`src/rtl/tsg_pkg.sv`:
```
`timescale 1ns/1ps
package tsg_pkg;
  localparam int NUM_ALM = 2;
  localparam int ADDR_W  = 4;

  localparam logic [ADDR_W-1:0] A_ALM_CFG  = 4'd4;
  localparam logic [ADDR_W-1:0] A_PER_CTRL = 4'd5;
  localparam logic [ADDR_W-1:0] A_PER_MODE = 4'd6;
  localparam logic [ADDR_W-1:0] A_PERIOD0  = 4'd8;
  localparam logic [ADDR_W-1:0] A_EVT      = 4'd12;
  localparam logic [ADDR_W-1:0] A_EVT_MASK = 4'd13;

  typedef enum logic [1:0] {CH_IDLE, CH_WAIT, CH_RUN} ch_state_e;
endpackage

```
`src/rtl/tsg_alarm.sv`:
```
`timescale 1ns/1ps
module tsg_alarm #(
  parameter int DW = 32
) (
  input  logic            clk,
  input  logic            rst_n,
  input  logic [2*DW-1:0] cur_time,
  input  logic            wr_lo,
  input  logic            wr_hi,
  input  logic [DW-1:0]   wr_data,
  output logic            fire,
  output logic [2*DW-1:0] cmp_time,
  output logic            armed
);
  logic [DW-1:0] lo_q, hi_q;

  assign cmp_time = {hi_q, lo_q};
  assign fire     = armed && (cur_time >= cmp_time);

  always_ff @(posedge clk or negedge rst_n) begin
    if (!rst_n) begin
      lo_q  <= '0;
      hi_q  <= '0;
      armed <= 1'b0;
    end else if (wr_lo) begin
      lo_q  <= wr_data;
      armed <= 1'b0;
    end else if (wr_hi) begin
      hi_q  <= wr_data;
      armed <= (lo_q != '0);
    end else if (fire) begin
      armed <= 1'b0;
    end
  end
endmodule

```
`src/rtl/tsg_pulse.sv`:
```
`timescale 1ns/1ps
module tsg_pulse #(
  parameter int CW = 8
) (
  input  logic          clk,
  input  logic          rst_n,
  input  logic          clr,
  input  logic          fire,
  input  logic          sync,
  input  logic          tick,
  input  logic [CW-1:0] len,
  output logic          active
);
  logic [CW-1:0] cnt_q;
  logic          pend_q;
  logic          go;
  logic [CW-1:0] len_eff;

  assign go      = (fire || pend_q) && (!sync || tick);
  assign len_eff = (len == '0) ? CW'(1) : len;
  assign active  = (cnt_q != '0);

  always_ff @(posedge clk or negedge rst_n) begin
    if (!rst_n) begin
      cnt_q  <= '0;
      pend_q <= 1'b0;
    end else if (clr) begin
      cnt_q  <= '0;
      pend_q <= 1'b0;
    end else begin
      if (go)               cnt_q <= len_eff;
      else if (cnt_q != '0) cnt_q <= cnt_q - CW'(1);
      if (go)               pend_q <= 1'b0;
      else if (fire)        pend_q <= 1'b1;
    end
  end
endmodule

```
`src/rtl/tsg_channel.sv`:
```
`timescale 1ns/1ps
module tsg_channel
  import tsg_pkg::*;
#(
  parameter int DW = 32
) (
  input  logic            clk,
  input  logic            rst_n,
  input  logic [2*DW-1:0] cur_time,
  input  logic            enable,
  input  logic            start_on_alm,
  input  logic            alm_fire,
  input  logic [2*DW-1:0] alm_time,
  input  logic [DW-1:0]   period,
  output logic            fire
);
  localparam int TW = 2 * DW;

  ch_state_e     st_q;
  logic [TW-1:0] next_q;
  logic [TW-1:0] per_ext;

  assign per_ext = TW'(period);
  assign fire    = (st_q == CH_RUN) && (cur_time >= next_q);

  always_ff @(posedge clk or negedge rst_n) begin
    if (!rst_n) begin
      st_q   <= CH_IDLE;
      next_q <= '0;
    end else if (!enable) begin
      st_q <= CH_IDLE;
    end else begin
      case (st_q)
        CH_IDLE: if (period != '0) begin
          if (start_on_alm) st_q <= CH_WAIT;
          else begin
            next_q <= cur_time + per_ext;
            st_q   <= CH_RUN;
          end
        end
        CH_WAIT: if (alm_fire) begin
          next_q <= alm_time + per_ext;
          st_q   <= CH_RUN;
        end
        CH_RUN: if (fire) next_q <= next_q + per_ext;
        default: st_q <= CH_IDLE;
      endcase
    end
  end
endmodule

```
`src/rtl/time_event_gen.sv`:
```
`timescale 1ns/1ps
module time_event_gen
  import tsg_pkg::*;
#(
  parameter int DW      = 32,
  parameter int NUM_PER = 3,
  parameter int AW_W    = 8,
  parameter int PW_W    = 7,
  parameter int PRE_W   = 8
) (
  input  logic                       clk,
  input  logic                       rst_n,
  input  logic [2*DW-1:0]            cur_time,
  input  logic                       tick,
  input  logic                       wr_en,
  input  logic [ADDR_W-1:0]          wr_addr,
  input  logic [DW-1:0]              wr_data,
  input  logic [NUM_PER-1:0]         ext_trig,
  output logic [NUM_ALM-1:0]         alarm_out,
  output logic [NUM_PER-1:0]         per_out,
  output logic [NUM_PER-1:0]         ts_trig,
  output logic [NUM_ALM+NUM_PER-1:0] evt_flags,
  output logic                       evt_irq
);
  localparam int TW      = 2 * DW;
  localparam int NUM_EVT = NUM_ALM + NUM_PER;
  localparam int PCW     = PW_W + PRE_W;

  logic [NUM_ALM-1:0]            alm_pol_q, alm_sync_q;
  logic [NUM_ALM-1:0][AW_W-1:0]  alm_w_q;
  logic [NUM_PER-1:0]            per_dis_q, per_sync_q;
  logic [NUM_PER-1:0][PW_W-1:0]  per_w_q;
  logic [NUM_PER-1:0][DW-1:0]    period_q;
  logic                          soa_q, loop_q;
  logic [PRE_W-1:0]              presc_q;
  logic [NUM_EVT-1:0]            flags_q, mask_q;

  logic [NUM_ALM-1:0]            alm_fire, alm_act, alm_armed;
  logic [NUM_ALM-1:0][TW-1:0]    alm_time;
  logic [NUM_PER-1:0]            ch_fire;
  logic [NUM_PER-1:0][PCW-1:0]   ch_len;
  logic [PRE_W-1:0]              presc_eff;
  logic [NUM_EVT-1:0]            evt_set, evt_clr;

  assign presc_eff = (presc_q < PRE_W'(2)) ? PRE_W'(2) : presc_q;
  assign evt_set   = {ch_fire, alm_fire};
  assign evt_clr   = (wr_en && wr_addr == A_EVT) ? wr_data[NUM_EVT-1:0] : '0;

  always_comb begin
    for (int k = 0; k < NUM_PER; k++) begin
      ch_len[k] = ((per_w_q[k] == '0) ? PCW'(1) : PCW'(per_w_q[k])) * PCW'(presc_eff);
    end
  end

  always_ff @(posedge clk or negedge rst_n) begin
    if (!rst_n) begin
      alm_pol_q  <= '0;
      alm_sync_q <= '0;
      alm_w_q    <= '0;
      per_dis_q  <= '1;
      per_sync_q <= '0;
      per_w_q    <= '0;
      period_q   <= '0;
      soa_q      <= 1'b0;
      loop_q     <= 1'b0;
      presc_q    <= '0;
      flags_q    <= '0;
      mask_q     <= '0;
    end else begin
      if (wr_en && wr_addr == A_ALM_CFG) begin
        for (int a = 0; a < NUM_ALM; a++) begin
          alm_pol_q[a]  <= wr_data[a];
          alm_sync_q[a] <= wr_data[NUM_ALM+a];
          alm_w_q[a]    <= wr_data[8+8*a +: AW_W];
        end
      end
      if (wr_en && wr_addr == A_PER_CTRL) begin
        for (int k = 0; k < NUM_PER; k++) begin
          per_dis_q[k] <= wr_data[8*k];
          if (per_dis_q[k]) per_w_q[k] <= wr_data[8*k+1 +: PW_W];
        end
      end
      if (wr_en && wr_addr == A_PER_MODE) begin
        soa_q      <= wr_data[0];
        loop_q     <= wr_data[1];
        per_sync_q <= wr_data[2 +: NUM_PER];
        presc_q    <= wr_data[8 +: PRE_W] & ~PRE_W'(1);
      end
      for (int k = 0; k < NUM_PER; k++) begin
        if (wr_en && wr_addr == (A_PERIOD0 + ADDR_W'(k)) && per_dis_q[k]) period_q[k] <= wr_data;
      end
      if (wr_en && wr_addr == A_EVT_MASK) mask_q <= wr_data[NUM_EVT-1:0];
      flags_q <= (flags_q & ~evt_clr) | evt_set;
    end
  end

  for (genvar a = 0; a < NUM_ALM; a++) begin : g_alm
    tsg_alarm #(.DW(DW)) u_alarm (
      .clk      (clk),
      .rst_n    (rst_n),
      .cur_time (cur_time),
      .wr_lo    (wr_en && wr_addr == ADDR_W'(2*a)),
      .wr_hi    (wr_en && wr_addr == ADDR_W'(2*a+1)),
      .wr_data  (wr_data),
      .fire     (alm_fire[a]),
      .cmp_time (alm_time[a]),
      .armed    (alm_armed[a])
    );
    tsg_pulse #(.CW(AW_W)) u_shape (
      .clk    (clk),
      .rst_n  (rst_n),
      .clr    (1'b0),
      .fire   (alm_fire[a]),
      .sync   (alm_sync_q[a]),
      .tick   (tick),
      .len    (alm_w_q[a]),
      .active (alm_act[a])
    );
    assign alarm_out[a] = alm_act[a] ^ alm_pol_q[a];
  end

  for (genvar k = 0; k < NUM_PER; k++) begin : g_ch
    tsg_channel #(.DW(DW)) u_chan (
      .clk          (clk),
      .rst_n        (rst_n),
      .cur_time     (cur_time),
      .enable       (!per_dis_q[k]),
      .start_on_alm (soa_q),
      .alm_fire     (alm_fire[0]),
      .alm_time     (alm_time[0]),
      .period       (period_q[k]),
      .fire         (ch_fire[k])
    );
    tsg_pulse #(.CW(PCW)) u_shape (
      .clk    (clk),
      .rst_n  (rst_n),
      .clr    (per_dis_q[k]),
      .fire   (ch_fire[k]),
      .sync   (per_sync_q[k]),
      .tick   (tick),
      .len    (ch_len[k]),
      .active (per_out[k])
    );
  end

  assign ts_trig   = loop_q ? per_out : ext_trig;
  assign evt_flags = flags_q;
  assign evt_irq   = |(flags_q & mask_q);
endmodule

```
`config.mk`:
```
export PLATFORM = sky130hd
export DESIGN_NAME = time_event_gen
export DESIGN_NICKNAME = d
export VERILOG_FILES = /design/src/rtl/tsg_pkg.sv /design/src/rtl/tsg_alarm.sv /design/src/rtl/tsg_pulse.sv /design/src/rtl/tsg_channel.sv /design/src/rtl/time_event_gen.sv
export SDC_FILE = /design/constraint.sdc
export NUM_CORES = 2
export LEC_CHECK = 0
export CAP_MARGIN = 20
export CORE_MARGIN = 2
export CORE_UTILIZATION = 55
export CTS_CLUSTER_DIAMETER = 120
export DETAILED_ROUTE_END_ITERATION = 8
export DONT_BUFFER_PORTS = 1
export PLACE_DENSITY = 0.7
export SLEW_MARGIN = 10
export SYNTH_ARGS = -nofsm -noshare
export SYNTH_HDL_FRONTEND = slang
export SYNTH_SLANG_ARGS = --single-unit
```
`constraint.sdc`:
```
create_clock -name clk -period 15.8 [get_ports clk]
set_input_delay 3.16 -clock clk [delete_from_list [all_inputs] [get_ports clk]]
set_output_delay 3.16 -clock clk [all_outputs]
set_load 0.02 [all_outputs]
```
# Yosys cells after proc, flatten, opt, wreduce, memory -nomap -nowiden
# Cells that the tools add are included.
classes:
  mul: 3
  div_mod_pow: 0
  reduce_logical: 89
  n_shift: 0
  n_bitwise: 11
  addsub: 14
  muxes: 69
  order_cmp: 6
  n_eq_ne: 38
op_table:
  columns: ["op", "n"]
  rows:
  - ["64-bit 2-to-1 mux", 12]
  - ["64-bit by 32-bit adder with 64-bit output", 9]
  - ["64-bit one-hot mux with 3 select lines", 3]
  - ["64-bit greater-or-equal comparator", 5]
  - ["15-bit 2-to-1 mux", 12]
  - ["32-bit nonzero test", 5]
  - ["8-bit 2-to-1 mux", 7]
  - ["15-bit logical NOT", 3]
  - ["7-bit by 8-bit multiplier with 15-bit output", 3]
  - ["15-bit nonzero test", 3]
  - ["15-bit by 1-bit subtractor with 15-bit output, second input constant", 3]
  - ["3-bit nonzero test", 11]
  - ["1-bit logical AND", 25]
  - ["7-bit logical NOT", 3]
  - ["7-bit 2-to-1 mux", 3]
  - ["4-bit == test, second input constant", 5]
  - ["1-bit 2-to-1 mux", 19]
  - ["2-bit inequality test, second input constant", 9]
  - ["2-bit one-hot mux with 3 select lines", 3]
  - ["6-bit AND reduction", 3]
  - ["8-bit logical NOT", 2]
  - ["2-bit 2-to-1 mux", 8]
  - ["8-bit nonzero test", 2]
  - ["8-bit by 1-bit subtractor with 8-bit output, second input constant", 2]
  - ["other kinds (24)", 70]
word_totals:
  reg_bits: 556
  mem_bits_ro: 0
  out_inout_bits: 14
  mem_count: 0
  mem_bits_rw: 0
  in_bits: 107
  word_cells: 269
  latchBits: 0

# Depth between registers and ports, before layout
logic_depth:
  ltp_word: 7
  ltp_mapped: 24
  mapped_depth_nobuf: 20

# Modules after synthesis
# From an unflattened synthesis, not the netlist that was laid out.
hier_totals:
  hier_cells: 5239
  area_unflattened_um2: 46219.3
by_module_without_submodules:
  columns: ["module", "area_each_um2", "seq_area_each_um2", "instances", "cells_each"]
  rows:
  - ["tsg_channel", 7768.7, 1651.6, 3, 1009]
  - ["time_event_gen", 10960.5, 4057.6, 1, 914]
  - ["tsg_alarm", 3935.0, 1626.6, 2, 440]
  - ["tsg_pulse at g_ch[0].u_shape ...", 985.9, 400.4, 2, 100]
  - ["tsg_pulse at g_alm[0].u_shape ...", 561.8, 225.2, 2, 59]
  - ["tsg_pulse at g_ch[2].u_shape", 987.2, 400.4, 1, 100]

# Worst setup path after synthesis
# OpenSTA, ideal clock, no wires.
synth_path:
  path_type: "input-to-output"
  from: "input ext_trig[1]"
  to: "output ts_trig[1]"
  arrival_ns: 3.534
  n_path_buf: 0
  stages: 2
  setup_slack_ns: 9.106
  t_required_ns: 12.640
  path_cell_list: "nor2_1 a21oi_1"
synth_between:
  elab_chain_cells: 1
synth_rtl:
  columns: ["item", "line_no", "source"]
  rows:
  - ["from (decl)", "time_event_gen.sv:18", "input logic [NUM_PER-1:0] ext_trig,"]
  - ["3-bit 2-to-1 mux", "time_event_gen.sv:146", "assign ts_trig = loop_q ? per_out : ext_trig;"]
  - ["to (decl)", "time_event_gen.sv:21", "output logic [NUM_PER-1:0] ts_trig,"]
# Every way passes these cells.

# Worst setup path after layout
layout_path:
  from: "input cur_time[46]"
  to: "register g_ch[1].u_chan.next_q[0]"
layout_between:
  elab_chain_cells: 4
  elab_cells_between_ends: 7
  classes_between: "2 x order compare; 2 x eq/ne; 3 x reduce/logical"
layout_rtl:
  columns: ["item", "line_no", "source"]
  rows:
  - ["from (decl)", "time_event_gen.sv:13", "input logic [2*DW-1:0] cur_time,"]
  - ["64-bit greater-or-equal comparator (on tied branches)", "tsg_channel.sv:24, tsg_alarm.sv:18", null]
  - ["1-bit logical AND (on tied branches)", "tsg_channel.sv:24, tsg_alarm.sv:18", null]
  - ["2-bit by 1-bit inequality test with 1-bit output (no line) / 2-bit inequality test (equally long branches)", null, null]
  - ["6-bit AND reduction (no line) (*)", null, null]
  - ["to (signal assigned)", "tsg_channel.sv:37", "next_q <= cur_time + per_ext;"]
  - ["to (signal assigned)", "tsg_channel.sv:42", "next_q <= alm_time + per_ext;"]
  - ["to (signal assigned)", "tsg_channel.sv:45", "CH_RUN: if (fire) next_q <= next_q + per_ext;"]
  - ["to (decl)", "tsg_channel.sv:20", "logic [TW-1:0] next_q;"]
# Every way passes the cells marked *; elsewhere a longest branch is shown, timed or not.
# A chain may end at the register's enable or synchronous reset.

==> qor.yml <==
run_status:
  outcome: "finished, violations left"
  violations: "slew limit"
logic_synthesis:
  synth_seq_cells: 556
  synth_fa_ha_area_share_pct: 17.98
  yosysWarnings: 0
  yosysSeqAreaShare_pct: 30.72
  synth_area_leader_cell: "dfrtp_1"
  synth-xor-area-share_pct: 4.717
  synth_top_family_by_area: "adder cells"
  synthesis.nets: 5841
  synthFlopType: "dfrtp_1"
  ys_top_cells_by_area: "dfrtp_1 31%, ha_1 15%, mux2_2 6.9%"
  synthMuxAreaShare_pct: 8.018
  syn_area_um2: 45300
  async_flop_share_pct: 100.0
  syn_avg_cell_area_um2: 8.835
  postSynthCellCount: 5128
  synth_edf_count: 0
  yosysUniqueCellTypes: 83
  synth_top_area_share_pct: 30.55
  synth-compound-area-share_pct: 17.39
  synth-simple-area-share_pct: 15.46
timing:
  rsz0062_at_grt: "false"
  fmax_mhz: 135.3
  hold_violations: 0
  slew_violations: 487
  relSlewSlack_pct: -46.67
  worstMarginPinSlew_ns: 2.200
  fin_ws_ns: 8.410
  fin_worst_skew_ns: 0.02449
  finalCriticalPeriod_ns: 7.390
  fin_setup_tns_ns: 0
  setup_viol: 0
  fin_crit_sh_pct: 46.77
worst_setup_path:
  crit_required_ns: 16.30
  path_class: "input pin to flop"
  crit_start: "cur_time[46]"
  reg2reg_depth: 16
  cp_data_arrival_time_ns: 7.89
  r2r-start: "g_ch[2].u_chan.st_q[0]$_DFFE_PN0P_"
  endpoint_kind: "flop"
  startpoint_type: "input pin"
  path_max_fanout: 76
finish:
  nNetsFinal: 5724
  final_common_cell: "dfrtp_1"
  fin_cells: 6143
  mostFrequentLayoutCells: "553 x dfrtp_1, 522 x ha_1, 470 x a21oi_1"
  syn_to_final_growth_pct: 6.766
  drive_gt1_share_pct: 9.152
  fill_cells: 7220
cts:
  cts_setup_buffers: 0
  cts_buffers: 69
  clock_path_buffers: 3
  clk_latency_ns: 0.62
  post_cts_resized: 0
  cts_tree: "yes"
  postCtsHoldBufs: 0
  cts_max_level: 3
  cts_root_buf: "clkbuf_16"
  clk_pin_slew_ns: 0.06
  cts.sinks: 556
grt:
  track_usage_pct: 33.20
  grt_max_degree: 557
  antenna_found_initial: 15
  first_global_vias: 37490
  overflow: 0
  grt_first_pass_wirelength_um: 219300
placement:
  gp_congestion: 1.011
  post-place-ws_ns: 8.148
  hpwl_um: 102000
  dp.cells: 6007
  io_buffers: 0
min_path:
  worstHoldStart: "presc_q[1]$_DFFE_PN0P_"
  hold_path.class: "flop to flop"
  hold_depth: 1
route:
  drt_wl_total_um: 141700
  post_drt_wl_per_cell_um: 23.07
  drcViolationCount: 0
  drtPass1Iterations: 6
  via_per_inst: 6.238
  via_count: 38320
  drt_iter0_drc: 3365
  ant_nets: 0
floorplan:
  die_area_um2: 84680
  core_um2: 81850
  placement_rows: 105
  initial_core_util_pct: 55.35
  die_x_um: 291
  die_y_um: 291
  io_pins: 121
power:
  powerDensity_nw_per_um2: 205.0
  peakVddDrop_v: 0.0001467
  p_leak_nw: 22.78
job:
  drv_cap: 0
## critical path: stages
cell and delay [ns]:
ha_1 0.27, nand3_1 0.09, nor3_1 0.58, nand2_1 0.26, a2111oi_0 0.94, nor2_1 0.26, a31oi_1 0.27, nor3b_1 0.09
a2111oi_2 0.22, buf_4 0.45, buf_4 0.76, mux2_2 0.41
## worst paths after layout
| check | endpoint | slack, ns |
|---|---|---|
| min in group asynchronous | g_ch[1].u_shape.cnt_q[12]$_DFFE_PN0P_ | 2.27 |
| worst max-delay path | g_ch[1].u_chan.next_q[0]$_DFFE_PN0P_ | 8.41 |
| worst min register to register | presc_q[1]$_DFFE_PN0P_ | 0.50 |
| worst max register to register | g_ch[2].u_chan.next_q[60]$_DFFE_PN0P_ | 9.70 |
| max in group asynchronous | g_ch[1].u_chan.next_q[40]$_DFFE_PN0P_ | 11.80 |
| worst min-delay path | presc_q[1]$_DFFE_PN0P_ | 0.50 |
## power by group
| group | switching, mW | total (mW) | internal, mW |
|---|---|---|---|
| Combinational | 3.51 | 5.81 | 2.31 |
| Clock | 0.650 | 1.64 | 0.986 |
| Sequential | 0.532 | 2.47 | 1.94 |
| Total | 4.69 | 9.92 | 5.23 |
## Yosys cell counts, types with 6 or more instances
cell type / instances
o21ai_0: 301
mux2_2: 279
nand2_1: 408
ha_1: 531
or3_1: 52
nand3_1: 65
a211o_1: 9
mux2i_1: 49
nor4_1: 68
xnor2_1: 144
buf_2: 32
nand4_1: 75
o2111ai_1: 6
dfrtp_1: 553
or2_2: 8
buf_1: 41
fa_1: 75
o21a_1: 18
a21o_1: 109
nand2b_1: 43
nand3b_1: 8
o31a_1: 6
clkbuf_1: 130
a211oi_1: 45
o31ai_1: 7
or4_1: 17
nor3b_1: 6
buf_4: 16
nor2b_1: 68
nor2_1: 418
nor4b_1: 10
o21bai_1: 7
a21oi_1: 471
xor2_1: 100
and3_1: 16
nor3_1: 58
inv_1: 434
a22oi_1: 177
and2_1: 95
and4_1: 10
a22o_1: 19
nand4b_1: 11
o211ai_1: 20
a31oi_1: 18
a2111oi_0: 17
## metrics by stage
step,instance area [µm²],hold WS (ns),total power [mW],util [%]
6_report,48370,0.5023,9.918,59.10
5_1_grt,48350,0.5212,10.72,59.07
4_1_cts,48300,0.5059,9.844,59.02
3_5_place_dp,46030,0.4939,8.166,56.24
3_3_place_gp,46030,0.4878,8.046,56.24
2_1_floorplan,45300,0.4717,6.757,-
## per-layer routing
| metal | track usage, % | up-vias | wire [µm] |
|---|---|---|---|
| met1 | 42.49 | 18560 | 57670 |
| met4 | 19.64 | 0 | 8917 |
| met2 | 53.79 | 1442 | 65140 |
| met5 | 0 | - | 0 |
| met3 | 4.528 | 384 | 9969 |
| li1 | - | 17940 | - |
## cell families after synthesis
kind of cell               after synthesis
and+or+nand+nor                       1448
AOI/OAI and AO/OA                     1289
buffers and inverters                  657
adders and majority gates              606
DFF                                    556
muxes                                  328
xor gates and xnor gates               244
## registers in the layout, indices dropped and copies added, names as in the netlist, 2 cells and up
register and cells:
g_ch.u_chan.next_q 192, period_q 96, g_alm.u_alarm.hi_q 64, g_alm.u_alarm.lo_q 64
g_ch.u_shape.cnt_q 45, per_w_q 21, alm_w_q 16, g_alm.u_shape.cnt_q 16
presc_q 7, g_ch.u_chan.st_q 6, evt_flags 5, mask_q 5
g_ch.u_shape.pend_q 3, per_dis_q 3, per_sync_q 3, alm_pol_q 2
alm_sync_q 2, g_alm.u_alarm.armed 2, g_alm.u_shape.pend_q 2
## cell type report
class / instances / area [µm²] / area share (%)
Antenna cell: 14 / 35.03 / 0.07243
Clock buffer: 104 / 2041 / 4.219
Clock inverter: 15 / 235.2 / 0.4863
Inverter: 435 / 1633 / 3.376
Multi-Input combinational cell: 3915 / 28910 / 59.76
Sequential cell: 556 / 13920 / 28.77
Tap cell: 1070 / 1339 / 2.768
Timing Repair Buffer: 34 / 262.8 / 0.5432
(Power assumes the default switching activity.)
